==> config.mk <==
export PLATFORM = sky130hd
export DESIGN_NAME = pulse_irq_ctrl
export DESIGN_NICKNAME = d
export VERILOG_FILES = /design/src/rtl/pic_pkg.sv /design/src/rtl/pic_datapath.sv /design/src/rtl/pic_control.sv /design/src/rtl/pulse_irq_ctrl.sv
export SDC_FILE = /design/constraint.sdc
export NUM_CORES = 1
export LEC_CHECK = 0
export BUFFER_PORTS_ARGS = -buffer_cell sky130_fd_sc_hd__buf_2
export CAP_MARGIN = 15
export CORE_MARGIN = 1
export CORE_UTILIZATION = 44
export DETAILED_ROUTE_END_ITERATION = 12
export PLACE_DENSITY_LB_ADDON = 0.25
export SLEW_MARGIN = 20
export SYNTH_ARGS = -nofsm -noshare
export SYNTH_HDL_FRONTEND = slang
export SYNTH_SLANG_ARGS = --single-unit
==> constraint.sdc <==
create_clock -name clk -period 1.6 [get_ports clk]
set_input_delay 0.16 -clock clk [delete_from_list [all_inputs] [get_ports clk]]
set_output_delay 0.16 -clock clk [all_outputs]
set_load 0.01 [all_outputs]
==> src/rtl/pic_pkg.sv <==
package pic_pkg;
  // Strobes from the control FSM to the datapath
  typedef struct packed {
    logic load;   // capture the arbitration winner into the output holds
    logic clear;  // retire the pending bit of the held interrupt
  } picCtrl_t;
endpackage

==> src/rtl/pic_datapath.sv <==
module pic_datapath
  import pic_pkg::*;
#(
  parameter int NUM_LINES = 8,
  parameter int PRIO_W    = 3,
  parameter int ID_W      = 3,
  parameter logic [NUM_LINES*PRIO_W-1:0] LINE_PRIO = '0,
  parameter logic [NUM_LINES-1:0]        NMI_MASK  = '0
) (
  input  logic                 clk,
  input  logic                 rst_n,
  input  logic [NUM_LINES-1:0] irqPulse,
  input  logic                 trapReq,
  input  logic [ID_W-1:0]      trapNum,
  input  picCtrl_t             ctrl,
  output logic                 anyPending,
  output logic [ID_W-1:0]      reqNum,
  output logic [PRIO_W-1:0]    reqPrio,
  output logic                 reqNmi
);
  localparam int KEY_W = PRIO_W + 1;

  logic [NUM_LINES-1:0] pending;
  logic [NUM_LINES-1:0] setMask;
  logic [NUM_LINES-1:0] clrMask;
  logic [KEY_W-1:0]     lineKey [NUM_LINES];

  // Urgency key per line: non-maskable flag above the priority value
  for (genvar i = 0; i < NUM_LINES; i++) begin : g_key
    assign lineKey[i] = {NMI_MASK[i], LINE_PRIO[i*PRIO_W +: PRIO_W]};
  end

  always_comb begin
    for (int i = 0; i < NUM_LINES; i++) begin
      setMask[i] = irqPulse[i] | (trapReq && (trapNum == ID_W'(i)));
      clrMask[i] = ctrl.clear && (reqNum == ID_W'(i));
    end
  end

  // A new event in the acknowledge cycle outlives the clear
  always_ff @(posedge clk or negedge rst_n) begin
    if (!rst_n) pending <= '0;
    else        pending <= (pending & ~clrMask) | setMask;
  end

  assign anyPending = |pending;

  // Ascending scan, strict compare: ties keep the lower number
  logic                 bestFound;
  logic [KEY_W-1:0]     bestKey;
  logic [ID_W-1:0]      bestIdx;
  always_comb begin
    bestFound = 1'b0;
    bestKey   = '0;
    bestIdx   = '0;
    for (int i = 0; i < NUM_LINES; i++) begin
      if (pending[i] && (!bestFound || lineKey[i] > bestKey)) begin
        bestFound = 1'b1;
        bestKey   = lineKey[i];
        bestIdx   = ID_W'(i);
      end
    end
  end

  always_ff @(posedge clk or negedge rst_n) begin
    if (!rst_n) begin
      reqNum  <= '0;
      reqPrio <= '0;
      reqNmi  <= 1'b0;
    end else if (ctrl.load) begin
      reqNum  <= bestIdx;
      reqPrio <= bestKey[PRIO_W-1:0];
      reqNmi  <= bestKey[KEY_W-1];
    end
  end
endmodule

==> src/rtl/pic_control.sv <==
module pic_control
  import pic_pkg::*;
(
  input  logic     clk,
  input  logic     rst_n,
  input  logic     anyPending,
  input  logic     ack,
  output picCtrl_t ctrl,
  output logic     reqValid
);
  typedef enum logic {ST_IDLE, ST_BUSY} picState_e;
  picState_e state, stateNext;

  always_comb begin
    ctrl      = '0;
    stateNext = state;
    case (state)
      ST_IDLE: if (anyPending) begin
        ctrl.load = 1'b1;
        stateNext = ST_BUSY;
      end
      ST_BUSY: if (ack) begin
        ctrl.clear = 1'b1;
        stateNext  = ST_IDLE;
      end
      default: stateNext = ST_IDLE;
    endcase
  end

  always_ff @(posedge clk or negedge rst_n) begin
    if (!rst_n) state <= ST_IDLE;
    else        state <= stateNext;
  end

  assign reqValid = (state == ST_BUSY);
endmodule

==> src/rtl/pulse_irq_ctrl.sv <==
module pulse_irq_ctrl
  import pic_pkg::*;
#(
  parameter int NUM_LINES = 8,
  parameter int PRIO_W    = 3,
  parameter logic [NUM_LINES*PRIO_W-1:0] LINE_PRIO =
    {3'd5, 3'd2, 3'd7, 3'd0, 3'd5, 3'd3, 3'd3, 3'd1},
  parameter logic [NUM_LINES-1:0] NMI_MASK = 8'b0100_0000,
  localparam int ID_W = (NUM_LINES > 1) ? $clog2(NUM_LINES) : 1
) (
  input  logic                 clk,
  input  logic                 rst_n,
  input  logic [NUM_LINES-1:0] irqPulse,
  input  logic                 trapReq,
  input  logic [ID_W-1:0]      trapNum,
  input  logic                 ack,
  output logic                 reqValid,
  output logic [ID_W-1:0]      reqNum,
  output logic [PRIO_W-1:0]    reqPrio,
  output logic                 reqNmi
);
  picCtrl_t ctrl;
  logic     anyPending;

  pic_control u_ctrl (
    .clk        (clk),
    .rst_n      (rst_n),
    .anyPending (anyPending),
    .ack        (ack),
    .ctrl       (ctrl),
    .reqValid   (reqValid)
  );

  pic_datapath #(
    .NUM_LINES (NUM_LINES),
    .PRIO_W    (PRIO_W),
    .ID_W      (ID_W),
    .LINE_PRIO (LINE_PRIO),
    .NMI_MASK  (NMI_MASK)
  ) u_dp (
    .clk        (clk),
    .rst_n      (rst_n),
    .irqPulse   (irqPulse),
    .trapReq    (trapReq),
    .trapNum    (trapNum),
    .ctrl       (ctrl),
    .anyPending (anyPending),
    .reqNum     (reqNum),
    .reqPrio    (reqPrio),
    .reqNmi     (reqNmi)
  );
endmodule

# After elaboration in Yosys (flattened, before gate mapping)
# Index checks and enable logic that the tools add are counted.
[classes]
magnitude_cmp = 7
muxes = 28
reduce_logical = 40
bitwise = 12
n_eq_ne = 14
[ops]
columns = ["op", "n"]
rows = [
  ["$mux W4", 7],
  ["$eq A3 B3 Y1 const B", 8],
  ["$logic_and A1 B1 Y1", 23],
  ["$mux W1", 14],
  ["$eq A3 B2 Y1 const B", 4],
  ["$gt A3 B4 Y1 const A", 3],
  ["$mux W3", 4],
  ["$and A8 B8 Y8", 1],
  ["$gt A2 B4 Y1 const A", 2],
  ["$not A8 Y8", 1],
  ["$or A1 B1 Y1", 8],
  ["$or A8 B8 Y8", 1],
  ["$reduce_or A8 Y1", 1],
  ["$logic_not A1 Y1", 7],
  ["$logic_or A1 B1 Y1", 7],
  ["$eq A3 B1 Y1 const B", 2],
  ["$logic_not A3 Y1", 2],
  ["$gt A1 B4 Y1 const A", 1],
  ["$gt A4 B4 Y1 const A", 1],
  ["$mux W2", 2],
  ["$pmux W1 S2", 1],
  ["$not A1 Y1", 1],
]
[word_totals]
inputBits = 15
output_inout_bits = 8
wordCells = 106
ff_bits = 16

# Depth between registers and ports, before layout
[depth]
depth_word = 29
mapped_depth = 4
ltp_nobuf = 3

# Cells and area by module
# Synthesis repeated with hierarchy kept, for this count alone.
[hier_totals]
cells_unflattened = 75
hier_area_um2 = 772.0
[by_module_without_submodules]
columns = ["mod", "cells_per_inst", "n_inst", "seq_area_each_um2", "area_per_inst_um2"]
rows = [
  ["pic_datapath", 70, 1, 375.4, 719.4],
  ["pic_control", 5, 1, 25.0, 52.6],
]

# Worst setup path after synthesis
# OpenSTA, ideal clock, no wires.
[synth_path]
path_kind = "reg2reg"
from = "register u_dp.pending[2]"
to = "register u_dp.reqPrio[0]"
period_less_slack_ps = 1588
setup_time_ps = 121
path_buffers = 0
slack_ps = 12
stages_incl_launch_ff = 4
t_arrival_ps = 1467
required_ps = 1479
path_cell_list = "dfrtp_1 -> or4_4 -> o31a_1 -> o22a_1"
[synth_between]
elab_chain_len = 22
word_cells_on_any_way = 35
classes_between = "5 x order compare; 13 x mux; 17 x reduce/logical"
[synth_rtl]
columns = ["item", "line", "rtl"]
rows = [
  ["start: declaration", "pic_datapath.sv:23", "logic [NUM_LINES-1:0] pending;"],
  ["start signal: assignment", "pic_datapath.sv:43", "else pending <= (pending & ~clrMask) | setMask;"],
  ["$logic_and A1 B1 Y1", "pic_datapath.sv:57", "if (pending[i] && (!bestFound || lineKey[i] > bestKey)) begin"],
  ["$mux W4 or $mux W1 (tied branches)", "pic_datapath.sv:57", ""],
  ["$gt A3 B4 Y1 or $logic_not A1 Y1 (tied branches)", "pic_datapath.sv:57", ""],
  ["$logic_or A1 B1 Y1", "pic_datapath.sv:57", ""],
  ["$logic_and A1 B1 Y1", "pic_datapath.sv:57", ""],
  ["$mux W4 or $mux W1 (tied branches)", "pic_datapath.sv:57", ""],
  ["$gt A1 B4 Y1 or $logic_not A1 Y1 (tied branches)", "pic_datapath.sv:57", ""],
  ["$logic_or A1 B1 Y1", "pic_datapath.sv:57", ""],
  ["(+6 left out)", "--", ""],
  ["$gt A4 B4 Y1 or $logic_not A1 Y1 (tied branches)", "pic_datapath.sv:57", ""],
  ["$logic_or A1 B1 Y1", "pic_datapath.sv:57", ""],
  ["$logic_and A1 B1 Y1", "pic_datapath.sv:57", ""],
  ["$mux W4 or $mux W1 (tied branches)", "pic_datapath.sv:57", ""],
  ["$gt A3 B4 Y1 or $logic_not A1 Y1 (tied branches)", "pic_datapath.sv:57", ""],
  ["$logic_or A1 B1 Y1", "pic_datapath.sv:57", ""],
  ["$logic_and A1 B1 Y1", "pic_datapath.sv:57", ""],
  ["$mux W4", "pic_datapath.sv:57", ""],
  ["end signal: assignment", "pic_datapath.sv:72", "reqPrio <= bestKey[PRIO_W-1:0];"],
  ["end: declaration", "pic_datapath.sv:18", "output logic [PRIO_W-1:0] reqPrio,"],
]
# Several ways; a longest one is shown, not always the timed one.
# A chain may end at the register's enable or synchronous reset.

# Worst setup path after layout
[layout_path]
from = "register u_dp.pending[4]"
to = "register u_dp.reqNum[1]"
[layout_between]
elab_chain_len = 14
word_cells_on_any_way = 26
classes_between = "3 x order compare; 12 x mux; 11 x reduce/logical"
[layout_rtl]
columns = ["item", "line", "rtl"]
rows = [
  ["$logic_and A1 B1 Y1", "pic_datapath.sv:57", ""],
  ["$mux W4 or $mux W1 (tied branches)", "pic_datapath.sv:57", ""],
  ["$gt A3 B4 Y1 or $logic_not A1 Y1 (tied branches)", "pic_datapath.sv:57", ""],
  ["$logic_or A1 B1 Y1", "pic_datapath.sv:57", ""],
  ["$logic_and A1 B1 Y1", "pic_datapath.sv:57", ""],
  ["$mux W4 or $mux W1 (tied branches)", "pic_datapath.sv:57", ""],
  ["$gt A4 B4 Y1 or $logic_not A1 Y1 (tied branches)", "pic_datapath.sv:57", ""],
  ["$logic_or A1 B1 Y1", "pic_datapath.sv:57", ""],
  ["$logic_and A1 B1 Y1", "pic_datapath.sv:57", ""],
  ["$mux W4 or $mux W1 (tied branches)", "pic_datapath.sv:57", ""],
  ["$gt A3 B4 Y1 or $logic_not A1 Y1 (tied branches)", "pic_datapath.sv:57", ""],
  ["$logic_or A1 B1 Y1", "pic_datapath.sv:57", ""],
  ["$logic_and A1 B1 Y1", "pic_datapath.sv:57", ""],
  ["$mux W3", "pic_datapath.sv:57", ""],
  ["end signal: assignment", "pic_datapath.sv:71", "reqNum <= bestIdx;"],
  ["end: declaration", "pic_datapath.sv:17", "output logic [ID_W-1:0] reqNum,"],
]
# Several ways; a longest one is shown, not always the timed one.

==> impl_metrics.tcl <==
set metrics [dict create \
    status "complete, but fails checks" \
    violations "negative setup slack" \
    firstDrtPassIters 4 \
    worstPathRequired_ps 1810 \
    power_frac_comb 0.193 \
    skew_ps 4.857 \
    initial_core_util 0.4913 \
    syn-cell-area_um2 774.5 \
    dieArea_um2 1932 \
    leakage_nw 0.4245 \
    cts_tree "yes" \
    arrival_ps 1840 \
    clkPwrFrac 0.239 \
    post_cts_buffers 0 \
    fin_area_um2 989.7 \
    hold_viol_final 0 \
    track_usage 0.2000 \
    synthToLayoutAreaGrowth_pct 27.79 \
    p_switching_w 0.0002254 \
    gp_congestion 0.8713 \
    hp-class "in2reg" \
    dp_hpwl_um 1334 \
    layout-drive-gt1-share 0.3302 \
    path_buf_inv 1 \
    clk_pin_slew_ps 80 \
    ios 23 \
    clock-sinks 16 \
    dieWidth_um 43.96 \
    vdd_drop_max_mv 0.4328 \
    yosysWarnings 0 \
    cts-root-buf "clkbuf_4" \
    slew_viol_final 0 \
    p_per_area_nw_per_um2 834.5 \
    dr_total_vias 725 \
    slowest_stage "or4_4" \
    post-route-period-util 1.017 \
    antenna_cells 0 \
    seqPwrFrac 0.567 \
    vias_per_cell 5.943 \
    row_count 14 \
    ys_ff_latch 16 \
    die_y_um 43.96 \
    syn_area_per_cell_um2 10.47 \
    slew_headroom 0.7643 \
    dr.first_iter.drc_count 42 \
    slowest_delay_ps 540 \
    crit_family "simple AND/OR/NAND/NOR gates" \
    tightest_slew_ps 353.5 \
    netlist_instances 74 \
    swShare 0.2728 \
    wl_per_cell_um 14.84 \
    yosysSeqAreaShare 0.5170 \
    final_common_cell "buf_2" \
    multi_input_area_um2 351.6 \
    cts_buffer_depth 2 \
    endpoint_kind "register" \
    seq_area_um2 400.4 \
    portBuffers 22 \
    layout.nets 123 \
    fillers 131 \
    crit_fanout 6 \
    overflow 0 \
    htreeDepth 1 \
    finalSetupViolCount 4 \
    tns_ps -56.16 \
    cp-start-kind "register" \
    yosysUniqueCellTypes 27 \
    drcViolationCount 0 \
    final_cell_mix "buf_2 (22), dfrtp_1 (16), nor2_1 (6), buf_4 (6)" \
    core_region_area_um2 1577 \
    dpl_cell_area_um2 953.4 \
    ant_nets 0 \
    grt_pass1_vias 654 \
    crit_type "reg2reg" \
    fmax_ghz 0.6143 \
    period_minus_slack_ps 1628 \
    drv_cap 0 \
    grt_pass1_wl_um 2808 \
    finalWorstSetupSlack_ps -27.74 \
    internal_power_w 0.0006006 \
    path_cells "or4_4 -> buf_6 -> a22oi_2 -> o32a_1" \
    synthesis.nets 89 \
    grt_max_degree 17 \
    clk_latency_ps 270 \
    rsz0062_at_grt "yes" \
    routed_wl_um 1810 \
    antenna_found_initial 0 \
    cts_made_buffers 3 \
]
==> synthesized netlist by cell type <==
cell,instances,area (um^2)
clkbuf_1,1,3.750
or3_1,1,6.260
nand2_1,5,18.77
a211o_1,2,17.52
inv_1,5,18.77
a21oi_1,4,20.02
a211oi_1,1,7.510
and3_1,2,12.51
and3b_1,1,8.760
nor2_1,6,22.52
a221o_1,5,50.05
dfrtp_1,16,400.4
and2_1,1,6.260
o32a_1,1,10.01
nor4_1,1,6.260
or2_2,1,6.260
o31a_1,1,8.760
a31oi_1,1,6.260
a22oi_2,1,12.51
a311o_1,2,20.02
nand3_1,1,5.000
nor3_1,2,10.01
o22a_1,4,35.03
nor2b_1,5,31.28
o22ai_1,2,12.51
or4_4,1,11.26
nand2b_1,1,6.260
==> worst paths after layout <==
path                                 startpoint               to  slack (ps)  cells past startpoint
worst min register to register  u_dp.reqPrio[2]  u_dp.reqPrio[2]         510                      1
worst max-delay path            u_dp.pending[4]   u_dp.reqNum[1]         -30                      4
max in group asynchronous                 rst_n   u_dp.reqNum[1]        1000                      2
worst max register to register  u_dp.pending[4]   u_dp.reqNum[1]         -30                      4
worst min-delay path                irqPulse[7]  u_dp.pending[7]          70                      2
min in group asynchronous                 rst_n  u_dp.pending[7]         330                      2
==> metal layers <==
metal  global-route usage  share of wire  vias to the layer above
li1                     -              -                      347
met4              0.09091         0.0050                        0
met2               0.3104           0.47                       33
met5                    0              0                        -
met3              0.03750          0.062                        2
met1               0.2720           0.46                      343
==> per-stage QoR <==
step                hold WS [ps]  power [W]  setup WS (ps)    util  cells
floorplan                 -135.6  0.0005551          12.07       -     74
global placement           81.64  0.0006287          6.884  0.6048    118
detailed placement         88.61  0.0006332         -21.16  0.6048    118
CTS                        57.95  0.0008357          1.976  0.6254    122
global route               65.24  0.0008729         -56.35  0.6278    122
finish                     68.23  0.0008259         -27.74  0.6278    122
==> final cells by class <==
cell class | instances | share of cell area
flip-flops and latches | 16 | 0.4046
multi-input cells | 52 | 0.3552
repair buffers | 30 | 0.1783
clock buffers | 3 | 0.02276
well taps | 16 | 0.02023
inverters | 5 | 0.01896
==> flip-flops by register name, indices dropped and copies added (netlist names) <==
signal           count
u_dp.pending         8
u_dp.reqNum          3
u_dp.reqPrio         3
u_ctrl.reqValid      1
u_dp.reqNmi          1
==> worst reg2reg max path: stages (launching register included) <==
cell	delay [ps]
dfrtp_1	380
or4_4	540
buf_6	130
a22oi_2	280
o32a_1	230
==> power groups by stage <==
| stage | clock network (W) | logic (W) | registers [W] |
|---|---|---|---|
| global route | 0.000225 | 0.000175 | 0.000473 |
| global placement | 0 | 0.000155 | 0.000474 |
| floorplan | 0 | 0.0000720 | 0.000483 |
| finish | 0.000197 | 0.000160 | 0.000469 |
| detailed placement | 0 | 0.000158 | 0.000475 |
| CTS | 0.000208 | 0.000161 | 0.000467 |
==> logic make-up after synthesis <==
family / share of synthesized area
simple gates: 0.1955
flops: 0.5170
compound gates: 0.2585
buf+inv: 0.02908
==> what timing repair did <==
item                                   4_1_cts  5_1_grt
endpoints found under the hold margin       16        0
hold buffers                                 1        0
gates resized for setup                      0        1
setup endpoints to repair                    6        7
pin swaps                                    2        4
Note: power is estimated with default switching activity, not from simulation.
